`src/rtl/clkout_gate_pkg.sv`:
```
package clkout_gate_pkg;

    // Lane modes: toggling, parked but driven, released to high impedance
    typedef enum logic [1:0] {
        LANE_RUN  = 2'd0,
        LANE_PARK = 2'd1,
        LANE_HIZ  = 2'd2
    } lane_mode_e;

    // Priority: enable clear > power-down > pin stop > run
    function automatic lane_mode_e resolve_mode(
        input logic en,
        input logic pd,
        input logic pd_float,
        input logic halted,
        input logic halt_float
    );
        if (!en)
            return LANE_HIZ;
        if (pd)
            return pd_float ? LANE_HIZ : LANE_PARK;
        if (halted)
            return halt_float ? LANE_HIZ : LANE_PARK;
        return LANE_RUN;
    endfunction

endpackage

```
`src/rtl/clkout_gate_sync.sv`:
```
module clkout_gate_sync #(
    parameter int          W       = 1,
    parameter int          STAGES  = 2,
    parameter logic [W-1:0] IDLE   = '0
) (
    input  logic         clk,
    input  logic         rst,
    input  logic [W-1:0] d,
    output logic [W-1:0] q
);
    logic [W-1:0] stg [STAGES];

    always_ff @(posedge clk) begin
        if (rst) begin
            for (int k = 0; k < STAGES; k++)
                stg[k] <= IDLE;
        end else begin
            stg[0] <= d;
            for (int k = 1; k < STAGES; k++)
                stg[k] <= stg[k-1];
        end
    end

    assign q = stg[STAGES-1];
endmodule

```
`src/rtl/clkout_gate_lane.sv`:
```
module clkout_gate_lane
    import clkout_gate_pkg::*;
(
    input  logic       clk,
    input  logic       rst,
    input  logic       lvl,
    input  lane_mode_e want,
    output logic       run,
    output logic       oe,
    output logic       pt,
    output logic       pc
);
    lane_mode_e mode_q;

    // The mode moves only while the output clock sits in its low phase
    always_ff @(posedge clk) begin
        if (rst)
            mode_q <= LANE_RUN;
        else if (!lvl)
            mode_q <= want;
    end

    assign run = (mode_q == LANE_RUN);
    assign oe  = (mode_q != LANE_HIZ);
    assign pt  = run & lvl;
    assign pc  = ~(run & lvl);
endmodule

```
`src/rtl/clkout_gate_ctrl.sv`:
```
module clkout_gate_ctrl
    import clkout_gate_pkg::*;
#(
    parameter int NCPU        = 3,
    parameter int NSRC        = 6,
    parameter int SYNC_STAGES = 2
) (
    input  logic            clk,
    input  logic            rst,
    input  logic [NCPU-1:0] cpu_lvl,
    input  logic [NSRC-1:0] src_lvl,
    input  logic [NCPU-1:0] cpu_en,
    input  logic [NSRC-1:0] src_en,
    input  logic [NCPU-1:0] cpu_stop_mask,
    input  logic [NSRC-1:0] req0_mask,
    input  logic [NSRC-1:0] req1_mask,
    input  logic            cpu_stop_float,
    input  logic            req_float,
    input  logic            cpu_pd_float,
    input  logic            src_pd_float,
    input  logic            cpu_stop_n,
    input  logic [1:0]      clkreq_n,
    input  logic            pwr_dn,
    output logic [NCPU-1:0] cpu_run,
    output logic [NCPU-1:0] cpu_oe,
    output logic [NCPU-1:0] cpu_t,
    output logic [NCPU-1:0] cpu_c,
    output logic [NSRC-1:0] src_run,
    output logic [NSRC-1:0] src_oe,
    output logic [NSRC-1:0] src_t,
    output logic [NSRC-1:0] src_c
);
    localparam int PIN_W = 4;

    // Pin bundle: {pwr_dn, cpu_stop_n, clkreq_n[1:0]}; idle is "nothing asserted"
    localparam logic [PIN_W-1:0] PIN_IDLE = 4'b0111;

    logic [PIN_W-1:0] pin_raw;
    logic [PIN_W-1:0] pin_s;
    logic             pd_s;
    logic             stop_act;
    logic [1:0]       req_act;

    assign pin_raw = {pwr_dn, cpu_stop_n, clkreq_n};

    clkout_gate_sync #(
        .W      (PIN_W),
        .STAGES (SYNC_STAGES),
        .IDLE   (PIN_IDLE)
    ) u_sync (
        .clk (clk),
        .rst (rst),
        .d   (pin_raw),
        .q   (pin_s)
    );

    assign pd_s     = pin_s[3];
    assign stop_act = ~pin_s[2];
    assign req_act  = ~pin_s[1:0];

    // Processor group lanes
    for (genvar i = 0; i < NCPU; i++) begin : g_cpu
        lane_mode_e want;
        assign want = resolve_mode(cpu_en[i], pd_s, cpu_pd_float,
                                   stop_act & cpu_stop_mask[i], cpu_stop_float);
        clkout_gate_lane u_lane (
            .clk  (clk),
            .rst  (rst),
            .lvl  (cpu_lvl[i]),
            .want (want),
            .run  (cpu_run[i]),
            .oe   (cpu_oe[i]),
            .pt   (cpu_t[i]),
            .pc   (cpu_c[i])
        );
    end

    // Serial-link group lanes: either request pin may halt, each under its own mask
    for (genvar j = 0; j < NSRC; j++) begin : g_src
        lane_mode_e want;
        logic       halted;
        assign halted = (req_act[0] & req0_mask[j]) | (req_act[1] & req1_mask[j]);
        assign want   = resolve_mode(src_en[j], pd_s, src_pd_float, halted, req_float);
        clkout_gate_lane u_lane (
            .clk  (clk),
            .rst  (rst),
            .lvl  (src_lvl[j]),
            .want (want),
            .run  (src_run[j]),
            .oe   (src_oe[j]),
            .pt   (src_t[j]),
            .pc   (src_c[j])
        );
    end
endmodule

```
`config.mk`:
```
export PLATFORM = sky130hd
export DESIGN_NAME = clkout_gate_ctrl
export DESIGN_NICKNAME = d
export VERILOG_FILES = /design/src/rtl/clkout_gate_pkg.sv /design/src/rtl/clkout_gate_sync.sv /design/src/rtl/clkout_gate_lane.sv /design/src/rtl/clkout_gate_ctrl.sv
export SDC_FILE = /design/constraint.sdc
export NUM_CORES = 1
export LEC_CHECK = 0
export ABC_AREA = 1
export ABC_CLOCK_PERIOD_IN_PS = 1000
export BUFFER_PORTS_ARGS = -buffer_cell sky130_fd_sc_hd__buf_2
export CORE_MARGIN = 5
export CORE_UTILIZATION = 41
export CTS_CLUSTER_DIAMETER = 100
export CTS_CLUSTER_SIZE = 10
export DETAILED_ROUTE_END_ITERATION = 16
export HOLD_SLACK_MARGIN = 0.06
export PLACE_DENSITY = 0.76
export SLEW_MARGIN = 20
export SYNTH_ARGS = -nofsm -noshare
export SYNTH_HDL_FRONTEND = slang
export SYNTH_SLANG_ARGS = --single-unit
export TNS_END_PERCENT = 1
```
`constraint.sdc`:
```
create_clock -name clk -period 1 [get_ports clk]
set_clock_uncertainty 0.1 [all_clocks]
set_input_delay 0.05 -clock clk [delete_from_list [all_inputs] [get_ports clk]]
set_output_delay 0.05 -clock clk [all_outputs]
set_load 0.02 [all_outputs]
```
==> impl_metrics.py, run 1 <==
metrics = {
    "sta": {
        "fmax_ghz": 0.874,
        "setup_viol_count_final": 44,
        "period_share": 1.14,
        "min_period_ns": 1.14,
        "rsz0062_at_grt": "true",
        "worstMarginPinSlew_ns": 0.337,
        "finalMaxSlewViolations": 0,
        "slew_headroom": 0.775,
        "fin_ws_ns": -0.144,
        "fin_tns_setup_ns": -2.64,
        "hold_viol_final": 0,
    },
    "floorplanning": {
        "core-area_mm2": 0.00372,
        "die_h_um": 72.2,
        "die_x_um": 72.2,
        "io_pins": 79,
        "die_area_mm2": 0.00522,
        "num_rows": 22,
        "start_util": 0.427,
    },
    "yosys": {
        "synth_area_mm2": 0.00159,
        "synth_area_per_cell_um2": 6.38,
        "ys_seq_area_frac": 0.328,
        "ys_ff_latch": 26,
        "ys_types": 16,
        "yosysWarnings": 0,
        "syn_nets": 292,
        "netlist_instances": 249,
    },
    "cts": {
        "clk_path_buf_depth": 2,
        "cts_max_level": 1,
        "clock_sinks": 26,
        "path_clk_slew_ns": 0.08,
        "cts_root_buf": "clkbuf_8",
        "clock_latency_ns": 0.26,
        "cts_buffers": 3,
        "cts_tree": "done",
    },
    "grt": {
        "grt_max_degree": 14,
        "overflow": 0,
        "antenna_found_initial": 0,
        "grt_pass1_wl_mm": 7.53,
        "grt_pass1_vias": 1770,
        "grtUsageTotal": 0.178,
    },
    "drt": {
        "antenna_left": 0,
        "vias": 1729,
        "drtIter0Drc": 60,
        "vias_per_cell": 4.54,
        "dr.pass1.iters": 4,
        "routed_wl_mm": 4.62,
        "wl_per_cell_um": 12.1,
        "drcViolationCount": 0,
    },
    "place": {
        "dp_hpwl_mm": 2.85,
        "dp.cells": 339,
        "place_ws_ns": -0.151,
        "gp_congestion": 0.802,
        "dpl_cell_area_mm2": 0.00177,
        "io_buffers": 78,
    },
    "finish": {
        "diodes": 0,
        "fin_area_mm2": 0.00246,
        "multi_input_area_um2": 712,
        "final_cells": 381,
        "nFillCells": 326,
        "final_nets": 378,
        "regArea_um2": 553,
        "area_growth_pct": 54.9,
        "drive_above_1_share": 0.423,
    },
    "worst_setup_path": {
        "worst_ep_arrival_time_ns": 0.99,
        "endpoint": "cpu_oe[0]",
        "r2r_end": "g_src[4].u_lane.mode_q[0]$_SDFFE_PP0N_",
        "rr_worst_depth": 5,
        "cp-start-kind": "register",
        "r2r_start": "u_sync.stg[0][7]$_SDFF_PP0_",
        "crit_start": "g_cpu[0].u_lane.mode_q[1]$_SDFFE_PP0N_",
        "critical_path_class": "register to primary output",
        "cp_max_fo": 2,
        "critPathRequiredTime_ns": 0.85,
        "endpoint_kind": "primary output",
        "rrSetupSlack_ns": -0.09,
    },
    "flow_run": {
        "maxCapViolCount": 0,
    },
    "outcome": {
        "status": "finished with violations",
        "violations": "setup timing",
    },
    "worst_hold_path": {
        "min_path_type": "input port to register",
    },
    "pwr": {
        "power_density_mw_per_mm2": 1060,
        "ir_worst_vdd_mv": 0.996,
        "p_total_mw": 2.60,
        "p_leak_nw": 1.31,
    },
}
-- Yosys cell counts --
cell,n,share of area
a21oi_1,16,0.050
nand3_1,16,0.050
inv_1,42,0.099
o21ai_0,12,0.038
buf_2,1,0.0031
nand3b_1,1,0.0047
nor2_2,1,0.0039
buf_6,1,0.0071
inv_2,1,0.0024
nand2_2,1,0.0039
nand2_1,56,0.13
a21oi_2,1,0.0055
dfxtp_1,26,0.33
or2_2,7,0.028
buf_4,36,0.17
nor2_1,31,0.073
-- repair_timing --
| item | 4_1_cts | 5_1_grt |
|---|---|---|
| hold buffers | 38 | 0 |
| resized for setup | 67 | 38 |
| setup buffers | 1 | 0 |
| pin swaps | 7 | 7 |
| endpoints found under the setup margin | 53 | 54 |
| endpoints found under the hold margin | 22 | 0 |
| gates cloned | 0 | 0 |
-- how the worst min path moves through the flow --
stage	startpoint	end	slack [ns]	cells past startpoint
after detailed placement	clkreq_n[0]	u_sync.stg[0][0]$_SDFF_PP1_	0.14	2
after CTS	rst	u_sync.stg[0][0]$_SDFF_PP1_	0.05	3
after floorplan	clkreq_n[0]	u_sync.stg[0][0]$_SDFF_PP1_	0.05	1
after global placement	clkreq_n[1]	u_sync.stg[0][1]$_SDFF_PP1_	0.13	2
final	rst	u_sync.stg[0][1]$_SDFF_PP1_	0.05	3
after global routing	rst	u_sync.stg[0][0]$_SDFF_PP1_	0.07	3
-- cell usage in the layout, fill, tap and decap left out --
cell            synthesis  final
inv_2                   1      8
nor2_4                  0      5
dfxtp_2                 0     14
nand2_4                 0      2
dlygate4sd3_1           0     35
buf_4                  36     12
nor2_2                  1      7
nand3_2                 0      1
dfxtp_1                26      8
a21oi_2                 1      3
dfxtp_4                 0      4
nor2_1                 31     20
nand2_1                56     50
dlymetal6s4s_1          0      3
nand3_1                16     15
inv_1                  42     34
a21oi_1                16     14
o21ai_0                12     12
buf_2                   1     52
buf_6                   1     17
or2_2                   7      6
inv_4                   0      1
clkbuf_8                0      3
nand2_2                 1      5
or2_4                   0      1
nand3b_1                1      1
-- sequential cells by signal, indices dropped and copies added, names as in the netlist --
signal,count
g_cpu.u_lane.mode_q,6
g_src.u_lane.mode_q,12
u_sync.stg,8
-- through the flow --
step                hold WS (ns)   util
global placement           0.133  0.475
detailed placement         0.135  0.475
floorplan                 0.0538      -
global route              0.0661  0.662
CTS                       0.0519  0.635
finish                    0.0524  0.662
-- power breakdown --
part / internal (mW) / switching [mW] / leakage (nW)
combinational: 0.435 / 0.448 / 1.07
sequential: 1.09 / 0.0500 / 0.222
clock: 0.269 / 0.311 / 0.0216
-- logic make-up (layout without fill, tap and decap cells) --
| group | Yosys count | count (layout) | share of synthesized area |
|---|---|---|---|
| simple gates | 113 | 113 | 0.296 |
| buf+inv | 81 | 165 | 0.282 |
| compound gates | 29 | 29 | 0.0938 |
| flops | 26 | 26 | 0.328 |
-- layer usage --
layer / wire length, um / global-route usage
met2: 2530 / 0.357
met4: 57 / 0.0209
met3: 304 / 0.0416
met5: 0 / 0
met1: 1730 / 0.191
-- worst max-delay path, cell delays in order, from the launching register on --
cell,delay [ns]
dfxtp_2,0.35
inv_2,0.04
or2_4,0.22
buf_6,0.13
-- layout make-up --
type,count,share of cell area
clock buffer,3,0.0168
multi-input combinational,142,0.289
sequential,26,0.225
tap,48,0.0244
timing repair buffer,119,0.378
inverter,43,0.0666
Power figures use the tool's default switching activity.
==> run 2, diff against run 1 <==
Settings changed: ABC_AREA 1 to default.
==> run 2 against run 1 <==
Effect of this change: the run ends with hold timing, setup timing left; worst setup slack got worse by 0.15 ns; die area fell by 0.35%; worst hold slack got worse by 0.064 ns; critical path depth did not move.
==> impl_metrics.py, run 2 <==
metrics = {
    "sta": {
        "fmax_ghz": 0.772,
        "min_period_ns": 1.29,
        "rsz0062_at_grt": "true",
        "period_share": 1.29,
        "fin_ws_ns": -0.295,
        "setup_viol_count_final": 54,
        "worstMarginPinSlew_ns": 0.256,
        "fin_tns_setup_ns": -6.52,
        "hold_viol_final": 1,
        "hold-worst-slack_ns": -0.0120,
        "slew_headroom": 0.829,
        "finalMaxSlewViolations": 0,
    },
    "finish": {
        "multi_input_area_um2": 801,
        "final_nets": 310,
        "diodes": 0,
        "final_cell_mix": "61 x buf_2, 20 x buf_4, 18 x nor2b_1, 18 x dlygate4sd3_1, 16 x dfxtp_2",
        "regArea_um2": 541,
        "fin_util": 0.595,
        "largest_reg_flops": 12,
        "largest-register": "g_src.u_lane.mode_q",
        "nFillCells": 341,
        "final_common_cell": "buf_2",
        "drive_above_1_share": 0.511,
        "top_regs": "g_src.u_lane.mode_q: 12 flops, u_sync.stg: 8 flops, g_cpu.u_lane.mode_q: 6 flops",
        "area_growth_pct": 38.7,
    },
    "grt": {
        "grtUsageTotal": 0.145,
        "antenna_found_initial": 0,
        "grt_pass1_vias": 1421,
        "grt_pass1_wl_mm": 6.19,
        "grt_max_degree": 23,
        "overflow": 0,
    },
    "pwr": {
        "power_density_mw_per_mm2": 1160,
        "p_total_mw": 2.54,
        "ir_worst_vdd_mv": 0.707,
        "p_leak_nw": 0.990,
    },
    "worst_setup_path": {
        "worst_path_max_delay_cell": "or3_4",
        "critical_path.top_delay_family": "simple AND/OR/NAND/NOR gates",
        "crit_buf_inv": 0,
        "max_stage_delay_ns": 0.38,
        "worst_ep_arrival_time_ns": 1.37,
        "critPathRequiredTime_ns": 1.08,
        "cp-start-kind": "register",
        "critical_path_class": "register to register",
        "worstPathCellList": "and2_4, or3_4, o32ai_2",
        "endpoint_kind": "register",
        "cp_max_fo": 6,
    },
    "yosys": {
        "ys_types": 25,
        "syn_nets": 244,
        "ys_seq_area_frac": 0.329,
        "synth_flop_cell": "dfxtp_1",
        "netlist_instances": 201,
        "synth_most_common_cell": "buf_4",
        "synthTopCellsByCount": "36 x buf_4, 26 x dfxtp_1, 18 x nor2b_1, 16 x nor2_1",
        "netlist.area_leader.share": 0.329,
        "synth_top_area_cell": "dfxtp_1",
        "ys_ff_latch": 26,
        "synth.area.top_cells": "dfxtp_1 33%, buf_4 17%, nor2b_1 7.1%",
        "synth_enable_flop_cells": 0,
        "async_reset_ff_frac": 0,
        "synth_area_per_cell_um2": 7.87,
        "synth_area_mm2": 0.00158,
        "yosysWarnings": 0,
    },
    "drt": {
        "vias_per_cell": 4.67,
        "dr.pass1.iters": 4,
        "drcViolationCount": 0,
        "wl_per_cell_um": 12.4,
        "vias": 1465,
        "routed_wl_mm": 3.89,
        "drtIter0Drc": 71,
        "antenna_left": 0,
    },
    "worst_hold_path": {
        "min_path_type": "input port to register",
    },
    "floorplanning": {
        "core-area_mm2": 0.00369,
        "die_area_mm2": 0.00520,
        "start_util": 0.429,
        "num_rows": 22,
        "die_h_um": 72.1,
        "die_x_um": 72.1,
        "io_pins": 79,
    },
    "cts": {
        "clk_path_buf_depth": 2,
        "postCtsSetupBuffers": 0,
        "hold_buffers": 18,
        "cts_tree": "done",
        "clock_sinks": 26,
        "cts_root_buf": "clkbuf_8",
        "cts_buffers": 3,
        "clock_latency_ns": 0.26,
        "path_clk_slew_ns": 0.09,
        "cts_max_level": 1,
    },
    "outcome": {
        "violations": "hold timing, setup timing",
        "status": "finished with violations",
    },
    "flow_run": {
        "maxCapViolCount": 0,
    },
    "place": {
        "io_buffers": 78,
        "dp_hpwl_mm": 2.75,
        "gp_congestion": 0.768,
        "place_ws_ns": -0.447,
    },
}
[run 2: changes by cell type after synthesis, moves of 9 or more]
cell,change
nand2b_1,+15
nand2_1,-41
nor2_1,-15
a21oi_1,-13
nand3_1,-16
inv_1,-27
nor3_1,+9
nor2b_1,+18
[run 2: kinds of logic (layout without fill, tap and decap cells)]
family / count (synthesis) / in the layout / share of synthesized area
compound gates: 30 / 30 / 0.153
simple gates: 88 / 88 / 0.295
flops: 26 / 26 / 0.329
buf+inv: 57 / 122 / 0.222
[run 2: path summary, 6_finish.rpt]
path / end / start / slack (ns) / depth (start not counted)
min reg2reg: u_sync.stg[0][4]$_SDFF_PP1_ / u_sync.stg[0][0]$_SDFF_PP1_ / 0.31 / 1
max reg2reg: g_src[4].u_lane.mode_q[0]$_SDFFE_PP0N_ / u_sync.stg[0][7]$_SDFF_PP0_ / -0.29 / 3
min: g_src[0].u_lane.mode_q[0]$_SDFFE_PP0N_ / src_en[0] / -0.01 / 3
max: g_src[4].u_lane.mode_q[0]$_SDFFE_PP0N_ / u_sync.stg[0][7]$_SDFF_PP0_ / -0.29 / 3
[run 2: routing by layer]
| layer | track usage | part of all wire |
|---|---|---|
| met1 | 0.170 | 0.39 |
| met2 | 0.269 | 0.54 |
| met3 | 0.0319 | 0.074 |
| met4 | 0.0251 | 0.0033 |
| met5 | 0 | 0 |
[run 2: cell type report]
class,instances,area share
well taps,48,0.0274
multi-input cells,118,0.365
inverters,15,0.0257
repair buffers,103,0.310
flip-flops and latches,26,0.246
clock buffers,4,0.0251
[run 2: tightest hold or removal path, stage by stage]
cell and delay (ns):
buf_2 0.10, nand2b_1 0.10, o31ai_2 0.07
[run 2: report_power, final]
part           switching [mW]  internal (mW)
combinational           0.383          0.356
clock                   0.314          0.351
sequential             0.0479           1.09
total                   0.745           1.80
[run 2: through the flow]
step / instances / area, um2 / hold slack [ns]
4_1_cts: 314 / 2110 / -0.0184
6_report: 314 / 2190 / -0.0120
5_1_grt: 314 / 2190 / 0.00130
2_1_floorplan: 201 / 1600 / 0.0538
3_3_place_gp: 292 / 1790 / 0.132
3_5_place_dp: 292 / 1790 / 0.134
[run 2: what timing repair did]
action                                  4_1_cts  5_1_grt
endpoints found under the setup margin       54       54
pin swaps                                     8        5
resized for setup                            31       27
endpoints found under the hold margin        22        4
==> run 3, diff against run 2 <==
Settings changed: CORE_UTILIZATION 41 to 30, PLACE_DENSITY 0.76 to 0.59.
==> run 3 against run 2 <==
Effect of this change: the run still ends with hold timing, setup timing left; global-route usage shrank 3.3 points; flip-flop and latch count is the same; routed wire length shrank 1.0%; utilization shrank 16 points; sequential power is essentially flat; register-to-register slack gained 0.03 ns; power shrank 3.5%; critical path type unchanged; largest cell class unchanged; highest routed layer unchanged.
==> impl_metrics.py, run 3 (synthesized netlist as in run 2, its figures left out) <==
metrics = {
    "grt": {
        "grtUsageTotal": 0.111,
        "overflow": 0,
        "grt_pass1_wl_mm": 5.93,
        "antenna_found_initial": 0,
        "grt_max_degree": 19,
        "grt_pass1_vias": 1306,
    },
    "cts": {
        "path_clk_slew_ns": 0.09,
        "clk_path_buf_depth": 2,
        "clock_latency_ns": 0.26,
        "hold_buffers": 18,
        "cts_tree": "done",
        "clock_sinks": 26,
        "cts_buffers": 3,
        "cts_max_level": 1,
        "cts_root_buf": "clkbuf_8",
    },
    "floorplanning": {
        "core-area_mm2": 0.00511,
        "die_x_um": 82.6,
        "start_util": 0.310,
        "die_area_mm2": 0.00682,
        "io_pins": 79,
        "num_rows": 26,
        "die_h_um": 82.6,
    },
    "place": {
        "dp.cells": 314,
        "gp_congestion": 0.811,
        "io_buffers": 78,
        "dp_hpwl_mm": 2.87,
        "place_ws_ns": -0.425,
        "dpl_cell_area_mm2": 0.00182,
    },
    "outcome": {
        "status": "finished with violations",
        "violations": "hold timing, setup timing",
    },
    "sta": {
        "hold-worst-slack_ns": -0.0131,
        "rsz0062_at_grt": "true",
        "min_period_ns": 1.27,
        "hold_viol_final": 2,
        "setup_viol_count_final": 53,
        "slew_headroom": 0.834,
        "period_share": 1.27,
        "finalMaxSlewViolations": 0,
        "worstMarginPinSlew_ns": 0.247,
        "fin_ws_ns": -0.268,
        "fmax_ghz": 0.789,
    },
    "worst_setup_path": {
        "rr_worst_depth": 3,
        "critPathRequiredTime_ns": 1.08,
        "worst_ep_arrival_time_ns": 1.35,
        "endpoint_kind": "register",
        "cp_max_fo": 6,
        "critical_path_class": "register to register",
        "cp-start-kind": "register",
    },
    "finish": {
        "final_nets": 310,
        "largest-register": "g_src.u_lane.mode_q",
        "drive_above_1_share": 0.502,
        "area_growth_pct": 38.8,
        "diodes": 0,
        "final_cell_mix": "60 x buf_2, 21 x buf_4, 18 x nor2b_1, 18 x dlygate4sd3_1",
        "fin_area_mm2": 0.00219,
        "largest_reg_flops": 12,
        "top_regs": "g_src.u_lane.mode_q: 12 flops, u_sync.stg: 8 flops, g_cpu.u_lane.mode_q: 6 flops",
        "final_common_cell": "buf_2",
        "final_cells": 335,
        "fin_util": 0.430,
    },
    "drt": {
        "vias_per_cell": 4.31,
        "wl_per_cell_um": 11.5,
        "dr.pass1.iters": 4,
        "vias": 1445,
        "routed_wl_mm": 3.85,
        "antenna_left": 0,
        "drcViolationCount": 0,
        "drtIter0Drc": 45,
    },
    "pwr": {
        "power_density_mw_per_mm2": 1120,
        "ir_worst_vdd_mv": 0.662,
        "p_leak_nw": 0.979,
    },
    "worst_hold_path": {
        "holdPathStages": 3,
        "min_path_type": "input port to register",
    },
    "flow_run": {
        "maxCapViolCount": 0,
    },
}
==> run 3: report_power, final <==
part | internal [mW] | switching (mW) | leakage (nW)
Clock | 0.269 | 0.308 | 0.0216
Combinational | 0.359 | 0.382 | 0.737
Sequential | 1.09 | 0.0444 | 0.220
Total | 1.72 | 0.734 | 0.979
==> run 3: final cells by class <==
class	count	area [um2]
timing repair buffer	103	683
inverter	15	56.3
sequential	26	539
multi-input combinational	118	787
fill	522	2910
tap	70	87.6
clock buffer	3	41.3
==> run 3: what timing repair did <==
action,CTS,global route
endpoints found under the setup margin,54,54
setup buffers,0,0
hold endpoints to repair,22,5
gates resized for setup,35,21
pin swaps,10,2
==> run 3: path summary, 6_finish.rpt <==
kind / start / to / slack, ns
max: u_sync.stg[0][7]$_SDFF_PP0_ / g_src[4].u_lane.mode_q[0]$_SDFFE_PP0N_ / -0.27
min: src_en[1] / g_src[1].u_lane.mode_q[0]$_SDFFE_PP0N_ / -0.01
min reg2reg: u_sync.stg[0][2]$_SDFF_PP1_ / u_sync.stg[0][6]$_SDFF_PP1_ / 0.31
max reg2reg: u_sync.stg[0][7]$_SDFF_PP0_ / g_src[4].u_lane.mode_q[0]$_SDFFE_PP0N_ / -0.27
==> run 3: metrics by stage <==
stage | total power, mW | setup TNS, ns
2_1_floorplan | 1.67 | -4.24
3_3_place_gp | 1.75 | -4.43
3_5_place_dp | 1.76 | -4.81
4_1_cts | 2.46 | -7.09
5_1_grt | 2.61 | -9.84
6_report | 2.45 | -6.32
==> run 3: worst max-delay path, cell delays in order (launching register included) <==
cell and delay [ns]:
dfxtp_2 0.34, and2_4 0.13, or3_4 0.38, o32ai_2 0.24
==> run 3: layer usage <==
metal / GRT usage / vias to the layer above / wire length, um
li1: - / 759 / -
met1: 0.152 / 648 / 1700
met2: 0.186 / 36 / 1900
met3: 0.0184 / 2 / 228
met4: 0.0196 / 0 / 19
met5: 0 / - / 0
